**src/rtl/grb_pkg.sv**
```systemverilog
package grb_pkg;
  localparam int DW      = 16;
  localparam int AW      = 6;
  localparam int NUM_CFG = 3;
  localparam int DEV_W   = 7;
  localparam int TEMP_W  = 3;
  localparam int DRV_W   = 6;

  typedef logic [DW-1:0] word_t;
  typedef logic [AW-1:0] addr_t;

  localparam addr_t ADR_DEV  = 6'h00;
  localparam addr_t ADR_TEMP = 6'h01;
  localparam addr_t ADR_DRV  = 6'h02;
  localparam addr_t ADR_CMD  = 6'h18;
  localparam addr_t ADR_SYS  = 6'h1F;

  localparam logic [NUM_CFG-1:0][AW-1:0] CFG_ADDR = {6'h12, 6'h11, 6'h10};
  localparam logic [NUM_CFG-1:0][DW-1:0] CFG_MASK = {16'h0777, 16'h0FFF, 16'h01FF};
  localparam logic [NUM_CFG-1:0][DW-1:0] CFG_RST  = {16'h0777, 16'h0000, 16'h0115};

  localparam logic [2:0] SYS_KEY = 3'b101;
  localparam int LOCK_POS = 7;
  localparam int PEN_POS  = 6;
  localparam int POR_POS  = 7;
endpackage

```
**src/rtl/grb_wr_decode.sv**
```systemverilog
module grb_wr_decode
  import grb_pkg::*;
(
  input  logic               wr_en,
  input  addr_t              addr,
  input  logic [2:0]         key,
  input  logic               cmd_bit,
  input  logic               locked,
  output logic [NUM_CFG-1:0] cfg_we,
  output logic               sys_we,
  output logic               clr_req
);
  for (genvar i = 0; i < NUM_CFG; i++) begin : g_we
    assign cfg_we[i] = wr_en && !locked && (addr == CFG_ADDR[i]);
  end

  assign sys_we  = wr_en && (addr == ADR_SYS) && (key == SYS_KEY);
  assign clr_req = wr_en && (addr == ADR_CMD) && cmd_bit;
endmodule

```
**src/rtl/grb_cfg_bank.sv**
```systemverilog
module grb_cfg_bank
  import grb_pkg::*;
(
  input  logic                        clk,
  input  logic                        rst_n,
  input  logic [NUM_CFG-1:0]          cfg_we,
  input  word_t                       wdata,
  output logic [NUM_CFG-1:0][DW-1:0]  cfg_q
);
  for (genvar i = 0; i < NUM_CFG; i++) begin : g_cfg
    word_t nxt;

    always_comb begin
      nxt = cfg_q[i];
      if (cfg_we[i]) nxt = wdata & CFG_MASK[i];
    end

    always_ff @(posedge clk or negedge rst_n) begin
      if (!rst_n) cfg_q[i] <= CFG_RST[i];
      else        cfg_q[i] <= nxt;
    end
  end
endmodule

```
**src/rtl/grb_ctrl_state.sv**
```systemverilog
module grb_ctrl_state (
  input  logic clk,
  input  logic rst_n,
  input  logic sys_we,
  input  logic lock_wr,
  input  logic pen_wr,
  input  logic clr_req,
  output logic lock_q,
  output logic pen_q,
  output logic por_q,
  output logic clr_q
);
  logic lock_d, pen_d, por_d, clr_d;

  always_comb begin
    lock_d = lock_q;
    pen_d  = pen_q;
    if (sys_we) begin
      lock_d = lock_wr;
      pen_d  = pen_wr;
    end
    por_d = clr_req ? 1'b0 : por_q;
    clr_d = clr_req;
  end

  always_ff @(posedge clk or negedge rst_n) begin
    if (!rst_n) begin
      lock_q <= 1'b0;
      pen_q  <= 1'b0;
      por_q  <= 1'b1;
      clr_q  <= 1'b0;
    end else begin
      lock_q <= lock_d;
      pen_q  <= pen_d;
      por_q  <= por_d;
      clr_q  <= clr_d;
    end
  end
endmodule

```
**src/rtl/grb_rd_port.sv**
```systemverilog
module grb_rd_port
  import grb_pkg::*;
(
  input  logic                        clk,
  input  logic                        rst_n,
  input  logic                        rd_en,
  input  addr_t                       addr,
  input  logic [NUM_CFG-1:0][DW-1:0]  cfg_q,
  input  logic [DEV_W-1:0]            dev_flags,
  input  logic [TEMP_W-1:0]           temp_flags,
  input  logic [DRV_W-1:0]            drv_flags,
  input  logic                        por,
  input  logic                        lock,
  input  logic                        pen,
  output word_t                       rdata_q
);
  word_t sel, framed, rdata_d;

  always_comb begin
    sel = '0;
    case (addr)
      ADR_DEV: begin
        sel[DEV_W-1:0] = dev_flags;
        sel[POR_POS]   = por;
      end
      ADR_TEMP: sel[TEMP_W-1:0] = temp_flags;
      ADR_DRV:  sel[DRV_W-1:0]  = drv_flags;
      ADR_SYS: begin
        sel[LOCK_POS] = lock;
        sel[PEN_POS]  = pen;
      end
      default: sel = '0;
    endcase
    for (int i = 0; i < NUM_CFG; i++) begin
      if (addr == CFG_ADDR[i]) sel = cfg_q[i];
    end
  end

  always_comb begin
    framed         = sel;
    framed[DW-1]   = pen ? ^sel[DW-2:0] : 1'b0;
    rdata_d        = rd_en ? framed : rdata_q;
  end

  always_ff @(posedge clk or negedge rst_n) begin
    if (!rst_n) rdata_q <= '0;
    else        rdata_q <= rdata_d;
  end
endmodule

```
**src/rtl/guarded_regbank.sv**
```systemverilog
module guarded_regbank
  import grb_pkg::*;
(
  input  logic                      clk,
  input  logic                      rst_n,
  input  logic                      wr_en,
  input  logic                      rd_en,
  input  logic [AW-1:0]             addr,
  input  logic [DW-1:0]             wdata,
  output logic [DW-1:0]             rdata,
  input  logic [DEV_W-1:0]          stat_dev_i,
  input  logic [TEMP_W-1:0]         stat_temp_i,
  input  logic [DRV_W-1:0]          stat_drv_i,
  output logic [NUM_CFG*DW-1:0]     cfg_o,
  output logic                      lock_o,
  output logic                      par_en_o,
  output logic                      clr_pulse_o
);
  logic [1:0] rst_pipe;
  logic       rst_sync_n;

  always_ff @(posedge clk or negedge rst_n) begin
    if (!rst_n) rst_pipe <= 2'b00;
    else        rst_pipe <= {rst_pipe[0], 1'b1};
  end
  assign rst_sync_n = rst_pipe[1];

  logic [NUM_CFG-1:0]         cfg_we;
  logic                       sys_we, clr_req;
  logic [NUM_CFG-1:0][DW-1:0] cfg_q;
  logic                       lock_q, pen_q, por_q, clr_q;

  grb_wr_decode u_dec (
    .wr_en   (wr_en),
    .addr    (addr),
    .key     (wdata[14:12]),
    .cmd_bit (wdata[0]),
    .locked  (lock_q),
    .cfg_we  (cfg_we),
    .sys_we  (sys_we),
    .clr_req (clr_req)
  );

  grb_cfg_bank u_cfg (
    .clk    (clk),
    .rst_n  (rst_sync_n),
    .cfg_we (cfg_we),
    .wdata  (wdata),
    .cfg_q  (cfg_q)
  );

  grb_ctrl_state u_ctl (
    .clk     (clk),
    .rst_n   (rst_sync_n),
    .sys_we  (sys_we),
    .lock_wr (wdata[LOCK_POS]),
    .pen_wr  (wdata[PEN_POS]),
    .clr_req (clr_req),
    .lock_q  (lock_q),
    .pen_q   (pen_q),
    .por_q   (por_q),
    .clr_q   (clr_q)
  );

  grb_rd_port u_rd (
    .clk        (clk),
    .rst_n      (rst_sync_n),
    .rd_en      (rd_en),
    .addr       (addr),
    .cfg_q      (cfg_q),
    .dev_flags  (stat_dev_i),
    .temp_flags (stat_temp_i),
    .drv_flags  (stat_drv_i),
    .por        (por_q),
    .lock       (lock_q),
    .pen        (pen_q),
    .rdata_q    (rdata)
  );

  assign cfg_o       = cfg_q;
  assign lock_o      = lock_q;
  assign par_en_o    = pen_q;
  assign clr_pulse_o = clr_q;
endmodule

```
**config.mk**
```make
export PLATFORM = sky130hd
export DESIGN_NAME = guarded_regbank
export DESIGN_NICKNAME = d
export VERILOG_FILES = /design/src/rtl/grb_pkg.sv /design/src/rtl/grb_wr_decode.sv /design/src/rtl/grb_cfg_bank.sv /design/src/rtl/grb_ctrl_state.sv /design/src/rtl/grb_rd_port.sv /design/src/rtl/guarded_regbank.sv
export SDC_FILE = /design/constraint.sdc
export NUM_CORES = 1
export LEC_CHECK = 0
export BUFFER_PORTS_ARGS = -buffer_cell sky130_fd_sc_hd__buf_2
export CORE_UTILIZATION = 33
export CTS_CLUSTER_SIZE = 8
export DETAILED_ROUTE_END_ITERATION = 8
export GPL_TIMING_DRIVEN = 0
export HOLD_SLACK_MARGIN = 0.03
export PLACE_DENSITY_LB_ADDON = 0.08
export SYNTH_ARGS = -nofsm -noshare
export SYNTH_HDL_FRONTEND = slang
export SYNTH_HIERARCHICAL = 1
export SYNTH_SLANG_ARGS = --single-unit
```
**constraint.sdc**
```tcl
create_clock -name clk -period 3.8 [get_ports clk]
set_input_delay 0.57 -clock clk [delete_from_list [all_inputs] [get_ports clk]]
set_output_delay 0.57 -clock clk [all_outputs]
set_load 0.05 [all_outputs]
```
==> run_results.csv <==
group,metric,value,unit
clock_tree,cts_tree,"yes",
power,clkPwrFrac,21.7,%
timing,final.min_clock_period,3.63,ns
critical_path,startpoint_type,"input port",
logic_synthesis,seq_area_frac_synth,44.9,%
critical_path,path_common_cell,"buf_2",
critical_path,required,4.00,ns
power,power_density,389,nW/um^2
critical_path,max_stage_delay,0.54,ns
floorplan,die-area,9290,um^2
logic_synthesis,synth.avg_cell_area,11.3,um^2
grt,grt_usage,18.1,%
clock_tree,cts_resized,0,
timing,drv_slew,0,
routing,viasPerCell,4.84,
critical_path,end_kind,"register",
clock_tree,cts-root-buf,"clkbuf_8",
power,power.switching,0.550,mW
logic_synthesis,syn_area,2940,um^2
timing,slew_headroom,46.4,%
layout,fin_area,3700,um^2
clock_tree,post_cts_buffers,0,
floorplan,num_rows,34,
power,power_frac_seq,46.1,%
placed_design,gp_congestion,0.732,
logic_synthesis,synth-seq-cells,52,
critical_path,path_max_fanout,10,
routing,maxUsedRoutingLayer,"met4",
clock_tree,holdBufCountCts,1,
placed_design,dpl_cell_area,3600,um^2
layout,fillers,900,
power,vdd_drop_max,0.192,mV
timing,finalHoldViolations,0,
logic_synthesis,yosysWarnings,6,
routing,vias,2336,
floorplan,pin_count,109,
routing,dr.pass1.iters,4,
logic_synthesis,synthArstFlopShare,100,%
timing,worstMarginPinSlew,0.800,ns
clock_tree,cts.sinks,52,
floorplan,die_width,96.4,um
routing,routedWlPerCell,16.8,um
layout,n_antenna_cell,0,
placed_design,hpwl,6.25,mm
power,p_comb_share,32.2,%
routing,dr_wl_met2,3.70,mm
timing,fin_crit_sh,95.4,%
power,finalPower,1.44,mW
clock_tree,clock_latency,0.30,ns
layout,multi_input_area,1440,um^2
clock_tree,cts_buffers,5,
logic_synthesis,ys.flop_type,"dfrtp_1",
logic_synthesis,synth-edff-count,0,
routing,m1WireLength,3.75,mm
clock_tree,cts_buffer_depth,2,
layout,area_delta_synth_final,25.7,%
layout,final_nets,416,
layout,drive_gt1_share,49.9,%
routing,wl_met3,591,um
routing,drc,0,
outcome,status,"complete, no violations",
floorplan,start_util,33.9,%
grt,grt_pass1_wl,12.3,mm
routing,detail-route-antenna-nets,0,
routing,dr.first_iter.drc_count,76,
power,switching_share,38.2,%
power,internal_power,0.888,mW
floorplan,core_area,8680,um^2
worst_hold_path,min_path_type,"register to async pin",
timing,skew,0.0119,ns
timing,finalSetupViolCount,0,
routing,routed_wl,8.09,mm
clock_tree,htree_levels,2,
run,maxCapViolCount,0,
power,p_leak,1.82,nW
logic_synthesis,syn_inst,260,
grt,grt_pass1_vias,2278,
grt,grt.overflow.total,0,
placed_design,io_buffers,88,
critical_path,critPathKind,"input port to register",
critical_path,slowest_stage,"a21boi_0",
floorplan,die_h,96.4,um
timing,rsz0062_at_grt,"no",
logic_synthesis,synth_cell_types,51,
critical_path,path_cells,"buf_2 -> or4b_1 -> clkbuf_1 -> nor2_1 -> buf_2 -> nand2_1 -> o22ai_1 -> a21boi_0 -> xnor2_2 -> xor2_1 -> xnor3_1 -> a31o_1",
clock_tree,clk_pin_slew_worst_paths,0.10,ns
grt,antenna_found_initial,0,
layout,seq_area,1320,um^2
timing,max_freq,276,MHz
grt,grt_max_degree,32,
critical_path,worstPathArrival,3.83,ns
[worst paths after layout]
kind	from	endpoint	slack (ns)	cells past startpoint
worst min-delay path	rst_pipe[1]$_DFF_PN0_	u_rd/rdata_q[4]$_DFFE_PN0P_	0.23	0
worst max register to register	u_cfg/cfg_q[0]$_DFFE_PN1P_	u_rd/rdata_q[15]$_DFFE_PN0P_	1.42	7
worst min register to register	rst_pipe[1]$_DFF_PN0_	u_rd/rdata_q[4]$_DFFE_PN0P_	0.23	0
max in group asynchronous	rst_pipe[1]$_DFF_PN0_	u_cfg/cfg_q[41]$_DFFE_PN1P_	2.95	1
min in group clk	rst_pipe[0]$_DFF_PN0_	rst_pipe[1]$_DFF_PN0_	0.37	0
worst max-delay path	addr[5]	u_rd/rdata_q[15]$_DFFE_PN0P_	0.17	12
[state kept, by name, summed over array words and instances (netlist names)]
register      flops
rst_pipe          2
u_cfg/cfg_q      30
u_ctl/clr_q       1
u_ctl/lock_q      1
u_ctl/pen_q       1
u_ctl/por_q       1
u_rd/rdata_q     16
[cell families (layout without fill, tap and decap cells)]
group,after synthesis,count (layout),share of synthesized area [%]
buf+inv,38,136,8.47
simple gates,58,58,11.1
compound gates,51,51,11.6
xor+xnor,14,14,5.40
other cells,2,19,0.255
flops,52,52,44.9
mux,45,45,18.3
[power groups by stage]
| stage | sequential, mW | combinational, mW | clock (mW) |
|---|---|---|---|
| after floorplan | 0.857 | 0.162 | 0 |
| after detailed placement | 0.675 | 0.462 | 0 |
| final | 0.663 | 0.463 | 0.312 |
| after global routing | 0.673 | 0.490 | 0.348 |
| after CTS | 0.665 | 0.464 | 0.328 |
| after global placement | 0.680 | 0.451 | 0 |
[per-stage QoR]
stage	std cells	TNS, ns	util (%)	hold slack, ns	setup slack [ns]
6_report	483	0	42.6	0.232	0.174
5_1_grt	483	0	42.6	0.279	0.0230
4_1_cts	483	0	42.6	0.248	0.220
3_5_place_dp	474	-0.0943	41.5	0.239	-0.0943
3_3_place_gp	473	-0.0887	41.2	0.339	-0.0887
2_1_floorplan	277	0	-	0.274	0.436
[cell usage after synthesis (4+ instances only)]
| library cell | number | area, um^2 |
|---|---|---|
| nand2_1 | 8 | 30.0 |
| o21ai_0 | 7 | 35.0 |
| nand2b_1 | 4 | 25.0 |
| buf_6 | 5 | 56.3 |
| a21oi_1 | 19 | 95.1 |
| clkbuf_1 | 8 | 30.0 |
| mux2i_1 | 4 | 40.0 |
| xnor2_1 | 7 | 61.3 |
| dfrtp_1 | 38 | 951 |
| buf_4 | 18 | 135 |
| dfstp_2 | 14 | 368 |
| nor2_1 | 19 | 71.3 |
| inv_1 | 5 | 18.8 |
| mux2_2 | 31 | 349 |
| nor4_1 | 5 | 31.3 |
| mux2_4 | 10 | 150 |
| nand3b_1 | 4 | 30.0 |
[per-layer routing]
layer	track usage (%)	up-vias
met1	24.3	1115
met4	3.06	0
li1	-	1137
met2	29.9	80
met5	0	-
met3	4.46	4
[layout by cell type, fill, tap and decap left out, types with 8 or more instances in the layout]
cell       n
conb_1    19
nor2_1    19
buf_2     89
mux2_4    10
dfstp_2   14
a21oi_1   19
buf_4     18
dfrtp_1   37
clkbuf_1   9
nand2_1    8
mux2_2    31
[area by class of cell]
class                   instances  share of cell area [%]
clock buffers                   6                    1.96
flip-flops and latches         52                    35.7
inverters                       5                   0.508
plain buffers                  33                    6.23
repair buffers                 90                    12.7
multi-input cells             187                    38.9
well taps                     108                    3.66
clock inverters                 2                   0.339
[critical path: cells and delay by family]
kind | cells | cell delay, ns
AO/OA/AOI/OAI | 3 | 0.94
AND/OR/NAND/NOR | 3 | 0.91
buffers and inverters | 3 | 0.65
XOR/XNOR | 3 | 0.76
Power figures use the tool's default switching activity.
